<file path="config.mk">
export PLATFORM = sky130hd
export DESIGN_NAME = upper_ctx_saver
export DESIGN_NICKNAME = d
export VERILOG_FILES = /design/src/rtl/csave_pkg.sv /design/src/rtl/csa_addr_gen.sv /design/src/rtl/ctx_word_sel.sv /design/src/rtl/cxi_update.sv /design/src/rtl/upper_ctx_saver.sv
export SDC_FILE = /design/constraint.sdc
export NUM_CORES = 2
export LEC_CHECK = 0
export ABC_CLOCK_PERIOD_IN_PS = 2050
export BUFFER_PORTS_ARGS = -buffer_cell sky130_fd_sc_hd__buf_2
export CAP_MARGIN = 20
export CORE_AREA = 2 2 292 294
export DETAILED_ROUTE_END_ITERATION = 7
export DIE_AREA = 0 0 294 296
export PLACE_DENSITY = 0.59
export SKIP_LAST_GASP = 1
export SLEW_MARGIN = 20
export SYNTH_ARGS = -nofsm -noshare
export SYNTH_HDL_FRONTEND = slang
export SYNTH_SLANG_ARGS = --single-unit
</file>
<file path="constraint.sdc">
create_clock -name clk -period 2.05 [get_ports clk]
set_input_delay 0.1025 -clock clk [delete_from_list [all_inputs] [get_ports clk]]
set_output_delay 0.1025 -clock clk [all_outputs]
set_load 0.02 [all_outputs]
</file>
<file path="src/rtl/csave_pkg.sv">
package csave_pkg;
  localparam int unsigned DW        = 32;
  localparam int unsigned AW        = 32;
  localparam int unsigned CTX_WORDS = 16;
  localparam int unsigned PRIO_W    = 8;
  localparam int unsigned LINK_W    = 20;
  localparam int unsigned SEG_W     = 4;
  localparam int unsigned OFF_W     = 16;
  localparam int unsigned PRIO_LSB  = 24;
  localparam int unsigned PIE_BIT   = 23;
  localparam int unsigned UL_BIT    = 22;

  typedef enum logic [1:0] {
    ST_IDLE  = 2'd0,
    ST_READ  = 2'd1,
    ST_RWAIT = 2'd2,
    ST_WRITE = 2'd3
  } save_state_e;
endpackage

</file>
<file path="src/rtl/csa_addr_gen.sv">
module csa_addr_gen #(
  parameter int unsigned AW     = 32,
  parameter int unsigned SEG_W  = 4,
  parameter int unsigned OFF_W  = 16,
  parameter int unsigned IDX_W  = 4
) (
  input  logic [SEG_W+OFF_W-1:0] head_ptr,
  input  logic [IDX_W-1:0]       word_idx,
  output logic [AW-1:0]          word_addr
);
  localparam int unsigned OFF_LSB = IDX_W + 2;

  always_comb begin
    word_addr = '0;
    word_addr[AW-1 -: SEG_W]     = head_ptr[OFF_W +: SEG_W];
    word_addr[OFF_LSB +: OFF_W]  = head_ptr[OFF_W-1:0];
    word_addr[2 +: IDX_W]        = word_idx;
  end
endmodule

</file>
<file path="src/rtl/ctx_word_sel.sv">
module ctx_word_sel #(
  parameter int unsigned DW        = 32,
  parameter int unsigned CTX_WORDS = 16,
  parameter int unsigned IDX_W     = 4
) (
  input  logic [DW-1:0]               first_word,
  input  logic [(CTX_WORDS-1)*DW-1:0] rest_words,
  input  logic [IDX_W-1:0]            sel,
  output logic [DW-1:0]               word_out
);
  logic [DW-1:0] slots [CTX_WORDS];

  assign slots[0] = first_word;

  for (genvar g = 1; g < CTX_WORDS; g++) begin : g_slot
    assign slots[g] = rest_words[(g-1)*DW +: DW];
  end

  assign word_out = slots[sel];
endmodule

</file>
<file path="src/rtl/cxi_update.sv">
module cxi_update #(
  parameter int unsigned DW       = 32,
  parameter int unsigned PRIO_W   = 8,
  parameter int unsigned LINK_W   = 20,
  parameter int unsigned PRIO_LSB = 24,
  parameter int unsigned PIE_BIT  = 23,
  parameter int unsigned UL_BIT   = 22
) (
  input  logic [DW-1:0]     old_pcxi,
  input  logic [DW-1:0]     old_head,
  input  logic [DW-1:0]     limit,
  input  logic [LINK_W-1:0] link,
  input  logic [PRIO_W-1:0] prio,
  input  logic              int_en,
  output logic [DW-1:0]     new_pcxi,
  output logic [DW-1:0]     new_head,
  output logic              at_limit
);
  always_comb begin
    new_pcxi                       = old_pcxi;
    new_pcxi[PRIO_LSB +: PRIO_W]   = prio;
    new_pcxi[PIE_BIT]              = int_en;
    new_pcxi[UL_BIT]               = 1'b1;
    new_pcxi[LINK_W-1:0]           = old_head[LINK_W-1:0];

    new_head                       = old_head;
    new_head[LINK_W-1:0]           = link;

    at_limit                       = (old_head == limit);
  end
endmodule

</file>
<file path="src/rtl/upper_ctx_saver.sv">
module upper_ctx_saver
  import csave_pkg::*;
#(
  parameter int unsigned DATA_W  = DW,
  parameter int unsigned ADDR_W  = AW,
  parameter int unsigned N_WORDS = CTX_WORDS
) (
  input  logic                            clk,
  input  logic                            rst_n,
  input  logic                            req_valid,
  output logic                            req_ready,
  input  logic [DATA_W-1:0]               req_pcxi,
  input  logic [DATA_W-1:0]               req_head,
  input  logic [DATA_W-1:0]               req_limit,
  input  logic [PRIO_W-1:0]               req_ccpn,
  input  logic                            req_ie,
  input  logic [(N_WORDS-1)*DATA_W-1:0]   req_ctx,
  output logic                            mem_valid,
  input  logic                            mem_ready,
  output logic                            mem_we,
  output logic [ADDR_W-1:0]               mem_addr,
  output logic [DATA_W-1:0]               mem_wdata,
  input  logic                            mem_rvalid,
  input  logic [DATA_W-1:0]               mem_rdata,
  output logic                            done,
  output logic                            depleted,
  output logic                            empty,
  output logic [DATA_W-1:0]               pcxi_o,
  output logic [DATA_W-1:0]               head_o
);
  localparam int unsigned IDX_W  = $clog2(N_WORDS);
  localparam int unsigned HP_W   = SEG_W + OFF_W;
  localparam logic [IDX_W-1:0] LAST_IDX = IDX_W'(N_WORDS - 1);

  save_state_e state_q;

  logic [DATA_W-1:0]             pcxi_q, head_q, limit_q;
  logic [PRIO_W-1:0]             prio_q;
  logic                          ie_q;
  logic [(N_WORDS-1)*DATA_W-1:0] ctx_q;
  logic [LINK_W-1:0]             link_q;
  logic [IDX_W-1:0]              idx_q;

  logic                          done_q, depl_q, empty_q;
  logic [DATA_W-1:0]             pcxi_out_q, head_out_q;

  logic [ADDR_W-1:0]             addr_w;
  logic [DATA_W-1:0]             word_w;
  logic [DATA_W-1:0]             nxt_pcxi, nxt_head;
  logic                          hit_limit;
  logic [IDX_W-1:0]              addr_idx;

  wire unused_rdata_hi = ^mem_rdata[DATA_W-1:LINK_W];

  wire accept   = req_valid && req_ready;
  wire xfer     = mem_valid && mem_ready;
  wire last_wr  = (state_q == ST_WRITE) && xfer && (idx_q == LAST_IDX);

  // the read targets word 0; writes walk the index
  assign addr_idx = (state_q == ST_WRITE) ? idx_q : '0;

  csa_addr_gen #(
    .AW    (ADDR_W),
    .SEG_W (SEG_W),
    .OFF_W (OFF_W),
    .IDX_W (IDX_W)
  ) u_addr (
    .head_ptr  (head_q[HP_W-1:0]),
    .word_idx  (addr_idx),
    .word_addr (addr_w)
  );

  ctx_word_sel #(
    .DW        (DATA_W),
    .CTX_WORDS (N_WORDS),
    .IDX_W     (IDX_W)
  ) u_sel (
    .first_word (pcxi_q),
    .rest_words (ctx_q),
    .sel        (idx_q),
    .word_out   (word_w)
  );

  cxi_update #(
    .DW       (DATA_W),
    .PRIO_W   (PRIO_W),
    .LINK_W   (LINK_W),
    .PRIO_LSB (PRIO_LSB),
    .PIE_BIT  (PIE_BIT),
    .UL_BIT   (UL_BIT)
  ) u_upd (
    .old_pcxi (pcxi_q),
    .old_head (head_q),
    .limit    (limit_q),
    .link     (link_q),
    .prio     (prio_q),
    .int_en   (ie_q),
    .new_pcxi (nxt_pcxi),
    .new_head (nxt_head),
    .at_limit (hit_limit)
  );

  // memory port is a pure function of the state registers
  always_comb begin
    req_ready = (state_q == ST_IDLE);
    mem_valid = (state_q == ST_READ) || (state_q == ST_WRITE);
    mem_we    = (state_q == ST_WRITE);
    mem_addr  = mem_valid ? addr_w : '0;
    mem_wdata = (state_q == ST_WRITE) ? word_w : '0;
  end

  // request capture
  always_ff @(posedge clk or negedge rst_n) begin
    if (!rst_n) begin
      pcxi_q  <= '0;
      head_q  <= '0;
      limit_q <= '0;
      prio_q  <= '0;
      ie_q    <= 1'b0;
      ctx_q   <= '0;
    end else if (accept) begin
      pcxi_q  <= req_pcxi;
      head_q  <= req_head;
      limit_q <= req_limit;
      prio_q  <= req_ccpn;
      ie_q    <= req_ie;
      ctx_q   <= req_ctx;
    end
  end

  // sequencer
  always_ff @(posedge clk or negedge rst_n) begin
    if (!rst_n) begin
      state_q <= ST_IDLE;
      idx_q   <= '0;
      link_q  <= '0;
    end else begin
      unique case (state_q)
        ST_IDLE: begin
          if (accept && (req_head != '0)) begin
            state_q <= ST_READ;
          end
        end
        ST_READ: begin
          if (xfer) begin
            state_q <= ST_RWAIT;
          end
        end
        ST_RWAIT: begin
          if (mem_rvalid) begin
            link_q  <= mem_rdata[LINK_W-1:0];
            idx_q   <= '0;
            state_q <= ST_WRITE;
          end
        end
        ST_WRITE: begin
          if (xfer) begin
            if (idx_q == LAST_IDX) begin
              state_q <= ST_IDLE;
            end else begin
              idx_q <= idx_q + 1'b1;
            end
          end
        end
        default: state_q <= ST_IDLE;
      endcase
    end
  end

  // result commit and condition pulses
  always_ff @(posedge clk or negedge rst_n) begin
    if (!rst_n) begin
      done_q     <= 1'b0;
      depl_q     <= 1'b0;
      empty_q    <= 1'b0;
      pcxi_out_q <= '0;
      head_out_q <= '0;
    end else begin
      done_q  <= last_wr;
      depl_q  <= last_wr && hit_limit;
      empty_q <= accept && (req_head == '0);
      if (last_wr) begin
        pcxi_out_q <= nxt_pcxi;
        head_out_q <= nxt_head;
      end
    end
  end

  assign done     = done_q;
  assign depleted = depl_q;
  assign empty    = empty_q;
  assign pcxi_o   = pcxi_out_q;
  assign head_o   = head_out_q;
endmodule

</file>
==> impl_metrics.yaml <==
logic_synthesis:
  synthArstFlopShare_pct: 100
  synthDistinctLibCells: 33
  synthTopCellsByCount: "dfrtp_1, mux2_2, mux4_2"
  netlist_top_cells_area: "dfrtp_1, mux2_2, mux4_2, mux2i_1, buf_2"
  ys_seq_area_share_pct: 56.9
  syn_inst: 1820
  synth-adder-area-share_pct: 0.210
  synth_top_family_by_area: "multiplexers"
  synthXorXnorAreaFrac_pct: 0.999
  postSynthAreaPerCell_um2: 16.4
  synth_compound_area_share_pct: 0.869
  synth_mux_area_share_pct: 37.2
  synthSimpleGateAreaFrac_pct: 1.32
  synth_warnings: 0
  synth_most_common_cell: "dfrtp_1"
  synth-seq-cells: 678
  synth_top_cell_by_area: "dfrtp_1"
  synth_edf_count: 0
  yosysTopAreaCellShare_pct: 56.9
  synthesis.area_um2: 29800
  yosys_most_used_dff: "dfrtp_1"
critical_path:
  critical_path.cell_chain: "buf_12, buf_12, buf_12, mux4_2, mux2i_2, buf_4, o22ai_1, buf_4"
  r2r_end: "pcxi_o[3]"
  cpPeakStageDelay_ns: 0.53
  worst_ep_required_time_ns: 1.95
  reg2reg_depth: 10
  worst-setup-path-type: "register to primary output"
  critPathCaptureType: "primary output"
  path_common_cell: "buf_12"
  crit_arrival_ns: 2.65
  r2r_start: "idx_q[0]"
  critPathLaunchType: "register"
  cp_num_buf_inv: 5
  cp_max_fo: 6
  rrSetupSlack_ns: -0.40
  cpLargestDelayFamily: "buffers and inverters"
  cpMaxStageDelayCell: "dfrtp_4"
finish:
  final_cells: 4515
  drive_above_1_share_pct: 57.0
  nNetsFinal: 3979
  finalInstanceArea_um2: 46600
  syn_to_final_growth_pct: 56.3
status:
  violations: "setup timing"
  status: "finished with violations"
placed_design:
  io_buffers: 735
  globalplace.congestion: 0.871
  placed_cell_area_um2: 36000
  dp.cells: 3684
  detailed_place_hpwl_um: 77300
worst_hold_path:
  hp-class: "input pin to async pin"
power_and_ir_drop:
  leakagePower_uw: 0.0210
  power_density_nw_per_um2: 1430
  vdd_ir_drop_max_uv: 871
global_routing:
  grt_pass1_vias: 25000
  grt_max_degree: 60
  grt_pass1_wl_um: 155000
  gr-usage-all-layers_pct: 24.0
  grt.overflow.total: 0
  grt_antenna_before_repair: 20
clocking:
  cts.clk_slew.worst_paths_ns: 0.06
  cts-root-buf: "clkbuf_16"
  tritoncts: "done"
  clock_sinks: 678
  cts_buffers: 77
  cts_htree_levels: 3
  clock_latency_ns: 0.61
  cts_buffer_depth: 3
sta:
  period_minus_slack_ns: 2.76
  timing.hold.ws_ns: 0.111
  fmax_mhz: 363
  setup_violations: 121
  slew_viol_final: 0
  slew_headroom_pct: 48.6
  finalCritPeriodShare_pct: 134
  worst_pin_slew_ns: 0.770
  layout_setup_ws_ns: -0.707
  fin_skew_ns: 0.0318
  finalHoldViolCount: 0
  rsz0062_at_grt: "true"
drt:
  wl_um: 110000
  drt_iter0_drc: 864
  via_per_inst: 5.01
  ant_nets: 0
  vias: 22600
  drc: 0
  avgRoutedWirePerCell_um: 24.3
  firstDrtPassIters: 5
flow_run:
  max_cap_viol_count: 0
die:
  rows: 107
  coreArea_um2: 84200
  dieArea_um2: 87000
  start_util_pct: 35.4
  dieHeight_um: 296
  die_w_um: 294
  ios: 756
timing repair:
item	4_1_cts	5_1_grt
pin swaps	14	16
hold buffers	609	0
gates resized for setup	111	117
setup buffers	26	26
setup endpoints to repair	114	473
cloned	5	19
hold endpoints to repair	684	0
how the worst max path moves through the flow:
stage                     startpoint             to  slack [ns]  depth (start not counted)
final                       idx_q[0]   mem_wdata[1]       -0.71                          8
after global routing        idx_q[0]  mem_wdata[20]       -0.78                          7
after CTS                   idx_q[0]  mem_wdata[21]       -0.77                          7
after detailed placement    idx_q[0]  mem_wdata[21]       -0.69                          7
after global placement      idx_q[0]  mem_wdata[21]       -0.68                          7
after floorplan           state_q[0]       ctx_q[0]        0.08                          6
layer usage:
layer,up-vias,global-route usage (%),routed length [µm]
met5,-,0,50
met4,8,12.9,6000
met3,280,5.19,6560
met2,891,43.4,57000
met1,11600,26.1,40000
li1,9857,-,-
through the flow:
stage	power, µW	utilization, %	TNS [ns]	worst slack, ns
6_report	66700	55.3	-46.97	-0.707
2_1_floorplan	38000	-	0	0.0754
5_1_grt	70000	55.3	-55.61	-0.783
3_3_place_gp	47500	42.7	-7.90	-0.676
4_1_cts	65100	53.9	-40.59	-0.774
3_5_place_dp	48400	42.7	-12.44	-0.695
cell type report:
type	count	area [µm²]
inverter	5	21.3
antenna	20	50.0
sequential	678	17000
tap	1090	1360
clock buffer	115	2250
fill	6581	37600
timing repair buffer	1573	13100
clock inverter	17	211
multi-input combinational	1017	12600
where the power goes:
part / total, µW / switching, µW / internal, µW / leakage (µW)
logic: 29600 / 12400 / 17200 / 0.0116
clock network: 13600 / 5700 / 7880 / 0.00120
registers: 23500 / 3860 / 19700 / 0.00816
layout by cell type, fill, tap and decap left out, types with 3 or more instances in the layout:
cell type | netlist | routed
mux2i_2 | 0 | 13
nand2_1 | 11 | 9
mux2_2 | 669 | 668
clkbuf_8 | 0 | 14
o22ai_4 | 0 | 10
dlygate4sd3_1 | 0 | 609
ha_4 | 0 | 3
diode_2 | 0 | 20
buf_2 | 75 | 696
xnor2_1 | 12 | 12
nor2_1 | 7 | 6
buf_12 | 0 | 55
buf_6 | 16 | 41
clkinv_2 | 0 | 7
buf_4 | 10 | 133
mux2i_1 | 64 | 41
inv_6 | 0 | 3
clkbuf_16 | 0 | 96
o22ai_1 | 33 | 14
and3_4 | 1 | 3
dfrtp_1 | 678 | 674
mux2i_4 | 0 | 10
nor4_1 | 14 | 14
nand4_1 | 5 | 5
conb_1 | 1 | 8
xor2_1 | 22 | 22
and2_1 | 10 | 10
nor2b_1 | 14 | 10
mux4_2 | 128 | 128
buf_8 | 0 | 7
o22ai_2 | 0 | 9
clkbuf_1 | 24 | 22
nor2b_4 | 0 | 4
dfrtp_4 | 0 | 3
buf_16 | 0 | 13
flip-flops by register name (all words and copies together) (netlist names), 2 cells and up:
signal and count:
ctx_q 480, head_o 32, head_q 32, limit_q 32, pcxi_o 32, pcxi_q 32, link_q 20, prio_q 8
idx_q 4, state_q 2
cells by family after synthesis:
kind of cell,count (synthesis)
mux,862
flops,678
buf+inv,132
simple gates,69
compound gates,39
xor+xnor,34
fa+ha+maj,5
other cells,1
No activity file was read; power rests on OpenSTA's default activity.
